--- config.mk ---
export PLATFORM = sky130hd
export DESIGN_NAME = xpose_alt_buffer
export DESIGN_NICKNAME = d
export VERILOG_FILES = /design/src/rtl/xpb_pkg.sv /design/src/rtl/xpb_seq.sv /design/src/rtl/xpb_cell_array.sv /design/src/rtl/xpb_read_mux.sv /design/src/rtl/xpose_alt_buffer.sv
export SDC_FILE = /design/constraint.sdc
export NUM_CORES = 1
export LEC_CHECK = 0
export BUFFER_PORTS_ARGS = -buffer_cell sky130_fd_sc_hd__buf_2
export CORE_MARGIN = 5
export CORE_UTILIZATION = 40
export DETAILED_ROUTE_END_ITERATION = 16
export PLACE_DENSITY_LB_ADDON = 0.3
export SLEW_MARGIN = 5
export SYNTH_ARGS = -nofsm -noshare
export SYNTH_HDL_FRONTEND = slang
export SYNTH_SLANG_ARGS = --single-unit
--- constraint.sdc ---
create_clock -name clk -period 3.2 [get_ports clk]
set_clock_uncertainty 0.1 [all_clocks]
set_input_delay 0 -clock clk [delete_from_list [all_inputs] [get_ports clk]]
set_output_delay 0 -clock clk [all_outputs]
set_load 0.01 [all_outputs]
--- src/rtl/xpb_pkg.sv ---
package xpb_pkg;
  typedef enum logic {
    ORI_COL = 1'b0,
    ORI_ROW = 1'b1
  } ori_e;
endpackage

--- src/rtl/xpb_seq.sv ---
module xpb_seq #(
  parameter int N = 4,
  localparam int IW = (N > 1) ? $clog2(N) : 1
) (
  input  logic             clk,
  input  logic             rst,
  input  logic             in_vld,
  output logic [IW-1:0]    idx,
  output xpb_pkg::ori_e    ori,
  output logic             primed
);
  import xpb_pkg::*;

  localparam logic [IW-1:0] LAST = IW'(N - 1);
  logic wrap;
  assign wrap = in_vld && (idx == LAST);

  always_ff @(posedge clk) begin
    if (rst) begin
      idx    <= '0;
      ori    <= ORI_COL;
      primed <= 1'b0;
    end else if (in_vld) begin
      if (wrap) begin
        idx    <= '0;
        ori    <= (ori == ORI_COL) ? ORI_ROW : ORI_COL;
        primed <= 1'b1;
      end else begin
        idx <= idx + 1'b1;
      end
    end
  end

  p_idx_range_r4: assert property (@(posedge clk) disable iff (rst)
    idx <= LAST);
  p_ori_flip_r4: assert property (@(posedge clk) disable iff (rst)
    wrap |=> ori != $past(ori));
  p_ori_hold_r4: assert property (@(posedge clk) disable iff (rst)
    !wrap |=> $stable(ori));
  p_idle_hold_r5: assert property (@(posedge clk) disable iff (rst)
    !in_vld |=> $stable(idx));
  p_primed_sticky_r2: assert property (@(posedge clk) disable iff (rst)
    primed |=> primed);
endmodule

--- src/rtl/xpb_cell_array.sv ---
module xpb_cell_array #(
  parameter int N = 4,
  parameter int W = 16,
  localparam int IW = (N > 1) ? $clog2(N) : 1
) (
  input  logic                          clk,
  input  logic                          wr_en,
  input  xpb_pkg::ori_e                 ori,
  input  logic [IW-1:0]                 idx,
  input  logic [N-1:0][W-1:0]           wr_vec,
  output logic [N-1:0][N-1:0][W-1:0]    cells
);
  import xpb_pkg::*;

  for (genvar r = 0; r < N; r++) begin : g_row
    for (genvar c = 0; c < N; c++) begin : g_col
      logic          hit;
      logic [W-1:0]  d;
      always_comb begin
        if (ori == ORI_COL) begin
          hit = (idx == IW'(c));
          d   = wr_vec[r];
        end else begin
          hit = (idx == IW'(r));
          d   = wr_vec[c];
        end
      end
      always_ff @(posedge clk) begin
        if (wr_en && hit) cells[r][c] <= d;
      end
    end
  end
endmodule

--- src/rtl/xpb_read_mux.sv ---
module xpb_read_mux #(
  parameter int N = 4,
  parameter int W = 16,
  localparam int IW = (N > 1) ? $clog2(N) : 1,
  localparam int NS = 2 * N - 1,
  localparam int SW = (NS > 1) ? $clog2(NS) : 1
) (
  input  logic [N-1:0][N-1:0][W-1:0] cells,
  input  xpb_pkg::ori_e              ori,
  input  logic [IW-1:0]              idx,
  output logic [N-1:0][W-1:0]        rd_vec
);
  import xpb_pkg::*;

  for (genvar i = 0; i < N; i++) begin : g_lane
    logic [NS-1:0][W-1:0] src;
    logic [SW-1:0]        sel;

    for (genvar j = 0; j < N; j++) begin : g_rowsrc
      assign src[j] = cells[i][j];
    end
    for (genvar j = 0; j < N; j++) begin : g_colsrc
      if (j < i) begin : g_lo
        assign src[N + j] = cells[j][i];
      end else if (j > i) begin : g_hi
        assign src[N + j - 1] = cells[j][i];
      end
    end

    always_comb begin
      if (ori == ORI_COL) begin
        sel = SW'(idx);
      end else if (idx == IW'(i)) begin
        sel = SW'(i);
      end else if (idx < IW'(i)) begin
        sel = SW'(N) + SW'(idx);
      end else begin
        sel = SW'(N - 1) + SW'(idx);
      end
    end

    assign rd_vec[i] = src[sel];
  end
endmodule

--- src/rtl/xpose_alt_buffer.sv ---
module xpose_alt_buffer #(
  parameter int N = 4,
  parameter int W = 16
) (
  input  logic           clk,
  input  logic           rst,
  input  logic           in_vld,
  input  logic [N*W-1:0] in_vec,
  output logic           out_vld,
  output logic [N*W-1:0] out_vec
);
  import xpb_pkg::*;

  localparam int IW = (N > 1) ? $clog2(N) : 1;

  logic [IW-1:0]                 idx;
  ori_e                          ori;
  logic                          primed;
  logic [N-1:0][N-1:0][W-1:0]    cells;
  logic [N-1:0][W-1:0]           wr_vec;
  logic [N-1:0][W-1:0]           rd_vec;

  assign wr_vec = in_vec;

  xpb_seq #(.N(N)) u_seq (
    .clk(clk), .rst(rst), .in_vld(in_vld),
    .idx(idx), .ori(ori), .primed(primed)
  );

  xpb_cell_array #(.N(N), .W(W)) u_cells (
    .clk(clk), .wr_en(in_vld), .ori(ori), .idx(idx),
    .wr_vec(wr_vec), .cells(cells)
  );

  xpb_read_mux #(.N(N), .W(W)) u_rd (
    .cells(cells), .ori(ori), .idx(idx), .rd_vec(rd_vec)
  );

  always_ff @(posedge clk) begin
    if (rst) begin
      out_vld <= 1'b0;
      out_vec <= '0;
    end else begin
      out_vld <= in_vld && primed;
      if (in_vld) out_vec <= rd_vec;
    end
  end

  p_idle_no_vld_r5: assert property (@(posedge clk) disable iff (rst)
    !in_vld |=> !out_vld);
  p_idle_hold_out_r5: assert property (@(posedge clk) disable iff (rst)
    !in_vld |=> $stable(out_vec));
  p_vld_needs_prime_r2: assert property (@(posedge clk) disable iff (rst)
    (in_vld && !primed) |=> !out_vld);
  p_vld_follows_r6: assert property (@(posedge clk) disable iff (rst)
    (in_vld && primed) |=> out_vld);
endmodule

* Word level (Yosys, flattened, before mapping)
Index checks and enable logic that the tools add are counted.
Storage, ports and cells: register bits after elaboration 325, output and inout port bits 65, logic and storage cells 100
Operators by class: $add $sub $neg 3, magnitude comparators 8, equality and inequality tests 3, mux-type cells 46, reductions and logical operators 19
Operators with widths (count):
- 16-bit two-way mux | 16
- 16-bit binary-select mux with 3-bit select | 4
- 3-bit two-way mux | 12
- 1-bit logical AND | 17
- 3-bit by 4-bit < comparator with 1-bit output, second input constant | 4
- 1-bit two-way mux | 13
- 2-bit equality test, second input constant | 2
- 2-bit by 1-bit < comparator with 1-bit output, second input constant | 2
- 2-bit < comparator, second input constant | 2
- 2-bit by 2-bit adder with 3-bit output, first input constant | 1
- 3-bit by 2-bit adder with 3-bit output, first input constant | 1
- 2-bit by 1-bit adder with 2-bit output, second input constant | 1
- 2-bit by 1-bit equality test with 1-bit output, second input constant | 1
- 2-bit zero test | 1
- 2-bit two-way mux | 1
- 2-bit AND reduction | 1

* Longest topological paths before layout
depth in word-level cells 6, mapped depth 10, depth with buffers taken out 7

* Cells and area by module
Synthesis repeated with hierarchy kept, for this count alone.
Second synthesis, totals: cell total of the unflattened synthesis 1381, area, all modules 15857.7 µm²
Modules (own cells, without submodules):
- xpb_cell_array | instances 1, cells an instance 624, area an instance 9370.2 µm², sequential area each 7687.4 µm²
- xpb_read_mux | instances 1, cells an instance 533, area an instance 4015.1 µm², sequential area each 0.0 µm²
- xpose_alt_buffer | instances 1, cells an instance 209, area an instance 2311.0 µm², sequential area each 1301.2 µm²
- xpb_seq | instances 1, cells an instance 15, area an instance 161.4 µm², sequential area each 80.1 µm²

* Worst setup path after synthesis
No wires, ideal clock.
path kind register to register, start point reg u_seq.ori, end point reg u_cells.cells[176] (netlist name), library setup time 0.394 ns, data arrival time 2.237 ns, data required time 2.706 ns, slack 0.468 ns, stages on the path, launching flop included 8, buffers on the path 5, clock period less this slack 2.732 ns, path through dfxtp_1 buf_6 buf_6 buf_4 clkbuf_1 buf_2 nand2_1 a21oi_1
On the way: cells in the longest elaborated chain, start to end 2
Ends and longest elaborated chain:
- start, declared | RTL line xpb_seq.sv:9 | output xpb_pkg::ori_e ori,
- start signal, assigned | RTL line xpb_seq.sv:26 | ori <= (ori == ORI_COL) ? ORI_ROW : ORI_COL;
- 1-bit two-way mux | RTL line xpb_cell_array.sv:20 | if (ori == ORI_COL) begin
- 1-bit logical AND | RTL line xpb_cell_array.sv:29 | if (wr_en && hit) cells[r][c] <= d;
No other way between the ends. A chain may end at the register's enable or synchronous reset.

* Final worst setup path
start point reg u_seq.idx[1], end point reg out_vec[32]
On the way: cells in the longest elaborated chain, start to end 6
Ends and longest elaborated chain:
- start, declared | RTL line xpb_seq.sv:8 | output logic [IW-1:0] idx,
- start signal, assigned | RTL line xpb_seq.sv:29 | idx <= idx + 1'b1;
- 3-bit by 2-bit adder with 3-bit output (tied with other cells) | RTL line xpb_read_mux.sv:36 | sel = SW'(N) + SW'(idx);
- 3-bit two-way mux | RTL line xpb_read_mux.sv:35 | end else if (idx < IW'(i)) begin
- 3-bit two-way mux | RTL line xpb_read_mux.sv:33 | end else if (idx == IW'(i)) begin
- 3-bit two-way mux * | RTL line xpb_read_mux.sv:31 | if (ori == ORI_COL) begin
- 16-bit binary-select mux with 3-bit select * | RTL line xpb_read_mux.sv:42 | assign rd_vec[i] = src[sel];
- 16-bit two-way mux (not written as such) * | RTL line xpb_read_mux.sv:42
- end signal, assigned | RTL line xpose_alt_buffer.sv:45 | if (in_vld) out_vec <= rd_vec;
- end, declared | RTL line xpose_alt_buffer.sv:10 | output logic [N*W-1:0] out_vec
Mark *: on every way between the ends. The rest lies on a longest branch, timed or not. The select of a mux whose other input is x is not followed.

==> impl_metrics.env <==
export IMPL_final_max_slew_viol_count=0
export IMPL_p_per_area_nw_per_um2=559
export IMPL_worstMarginPinSlew_ps=1140
export IMPL_vias=12400
export IMPL_worstPathRequired_ps=3480
export IMPL_whs_path_depth=2
export IMPL_vdd_ir_drop_max_mv=0.305
export IMPL_p_int_w=0.00779
export IMPL_clk_pin_slew_ps=60
export IMPL_regArea_sq_um=9070
export IMPL_synth_area_sq_um=15300
export IMPL_cts_root_buf="clkbuf_16"
export IMPL_ant_nets=0
export IMPL_met3_wirelength_um=6020
export IMPL_yosysWarningCount=0
export IMPL_utilization_pct=49.6
export IMPL_hold_viol_final=0
export IMPL_fin_nets=1629
export IMPL_worst_setup_path_type="reg2reg"
export IMPL_post_drt_wl_per_cell_um=26.5
export IMPL_dpl_hpwl_um=37600
export IMPL_dpl_worst_slack_ps=351
export IMPL_period_share_pct=90.2
export IMPL_clkSinkCount=325
export IMPL_comb_power_share_pct=13.9
export IMPL_track_usage_pct=25.7
export IMPL_synth_area_top_cells="edfxtp_1, mux2i_1, dfxtp_1"
export IMPL_drc=0
export IMPL_fin_setup_tns_ps=0
export IMPL_std_cell_rows=71
export IMPL_io_pins=132
export IMPL_synth_top_cell_area_share_pct=50.1
export IMPL_fill_cells=3374
export IMPL_drv_cap=0
export IMPL_drive_gt1_share_pct=20.8
export IMPL_port_buffers=131
export IMPL_setup_ws_ps=313
export IMPL_setup_violations_final=0
export IMPL_clk_insertion_delay_late_ps=530
export IMPL_htree_levels=2
export IMPL_cp_max_fo=10
export IMPL_relSlewSlack_pct=23.9
export IMPL_synth_nets=1407
export IMPL_postSynthCellCount=1332
export IMPL_swShare_pct=25.5
export IMPL_ff2ff_path_depth=6
export IMPL_routed_wl_um=55400
export IMPL_cts_tree="yes"
export IMPL_clockBufferDepth=3
export IMPL_fin_crit_ps=2890
export IMPL_viasPerCell=5.93
export IMPL_power_switching_w=0.00267
export IMPL_yosys_most_used_dff="edfxtp_1"
export IMPL_grt_pass1_wl_um=79700
export IMPL_syn_to_final_growth_pct=22.1
export IMPL_drt_iter0_markers=1730
export IMPL_start_util_pct=40.6
export IMPL_ys_async_sr_fraction_pct=0
export IMPL_yosysSeqAreaShare_pct=59.1
export IMPL_clockPowerShare_pct=39.1
export IMPL_overflow=0
export IMPL_drtPass1Iterations=5
export IMPL_p_leak_nw=7.39
export IMPL_numCtsBuffers=35
export IMPL_grt_max_degree=69
export IMPL_cp_end_kind="flop"
export IMPL_seqPwrFrac_pct=47.0
export IMPL_synth_top_cell_by_area="edfxtp_1"
export IMPL_timing_fmax_ghz=0.346
export IMPL_worstPathArrival_ps=3170
export IMPL_drt_met1_wl_um=21800
export IMPL_synthTopCellsByCount="nand2_1, edfxtp_1, mux2i_1"
export IMPL_die_h_um=206
export IMPL_grt_pass1_vias=12100
export IMPL_place_congestion=0.945
export IMPL_cp_start_kind="flop"
export IMPL_core_area_sq_um=37800
export IMPL_highest_layer="met4"
export IMPL_num_antenna_cells=0
export IMPL_antenna_found_initial=0
export IMPL_rsz0062_at_grt="false"
export IMPL_ys_ff_latch=325
export IMPL_hold_class="in2reg"
export IMPL_status="completed"
export IMPL_multi_input_area_sq_um=5860
export IMPL_avgSynthCellArea_sq_um=11.5
export IMPL_ys_types=41
export IMPL_synth_edf_count=256
export IMPL_dieArea_sq_um=42400
export IMPL_die_w_um=206
export IMPL_met2_length_um=24600
export IMPL_post_synth_top_count_cell="nand2_1"
==> routing by layer <==
layer / global-route usage (%) / up-vias
met2: 39.6 / 857
li1: - / 5387
met4: 12.1 / 0
met5: 0 / -
met1: 35.6 / 5981
met3: 4.40 / 172
==> path summary, 6_finish.rpt <==
check,startpoint,end,slack [ps]
hold reg to reg,u_seq.primed,out_vld,330
setup reg to reg,u_seq.idx[1],out_vec[32],310
setup / recovery,u_seq.idx[1],out_vec[32],310
hold / removal,in_vec[7],u_cells.cells[7],110
==> worst max-delay path, stage by stage, from the launching register on <==
cell,delay (ps)
dfxtp_1,540
ha_1,420
nor2_1,170
o22ai_1,900
buf_4,350
a221o_1,180
o22ai_1,70
==> state kept, by name, summed over array words and instances (netlist names) <==
| name | count |
|---|---|
| out_vec | 64 |
| out_vld | 1 |
| u_cells.cells | 256 |
| u_seq.idx | 2 |
| u_seq.ori | 1 |
| u_seq.primed | 1 |
==> power groups by stage <==
stage          clock [W]  combinational [W]  sequential, W
6_report         0.00409            0.00146        0.00492
5_1_grt          0.00430            0.00153        0.00493
4_1_cts          0.00413            0.00144        0.00492
3_5_place_dp           0            0.00137        0.00500
3_3_place_gp           0            0.00135        0.00500
2_1_floorplan          0           0.000751        0.00498
==> cell families (layout without fill, tap and decap cells) <==
kind of cell,Yosys count,after routing,synth area share (%)
buffers and inverters,96,343,3.18
muxes,179,179,12.0
xor gates and xnor gates,1,1,0.0571
DFF,325,325,59.1
adders and majority gates,8,8,0.653
AOI/OAI and AO/OA,234,234,11.2
and+or+nand+nor,489,489,13.7
==> metrics by stage <==
stage	cells	cell area, sq um	total power [W]	hold WS, ps
6_report	2090	18700	0.0105	110
5_1_grt	2090	18700	0.0108	125
4_1_cts	2090	18700	0.0105	102
3_5_place_dp	1963	16900	0.00637	111
3_3_place_gp	1963	16900	0.00635	114
2_1_floorplan	1332	15300	0.00574	-1.13
==> repair_timing <==
| item | in CTS | in global routing |
|---|---|---|
| endpoints found under the hold margin | 258 | 0 |
| resized for setup | 0 | 0 |
| buffers inserted | 0 | 0 |
| hold buffers | 65 | 0 |
==> final cells by class <==
type / count / share of cell area [%]
inverters: 6 / 0.120
multi-input cells: 911 / 31.3
clock inverters: 15 / 0.782
flip-flops and latches: 325 / 48.4
repair buffers: 275 / 10.6
well taps: 511 / 3.41
clock buffers: 47 / 5.36
==> placed cells by master, fill, tap and decap left out, types with 31 or more instances in the layout <==
master | netlist | final
nand2_1 | 341 | 341
edfxtp_1 | 256 | 256
mux2i_1 | 140 | 138
buf_2 | 15 | 131
nand2b_1 | 74 | 74
buf_4 | 11 | 72
dfxtp_1 | 69 | 67
dlygate4sd3_1 | 0 | 65
o22ai_1 | 51 | 51
a21oi_1 | 59 | 47
mux2_2 | 37 | 37
clkbuf_16 | 0 | 37
a221oi_1 | 35 | 35
a221o_1 | 31 | 31
Power figures use the tool's default switching activity.
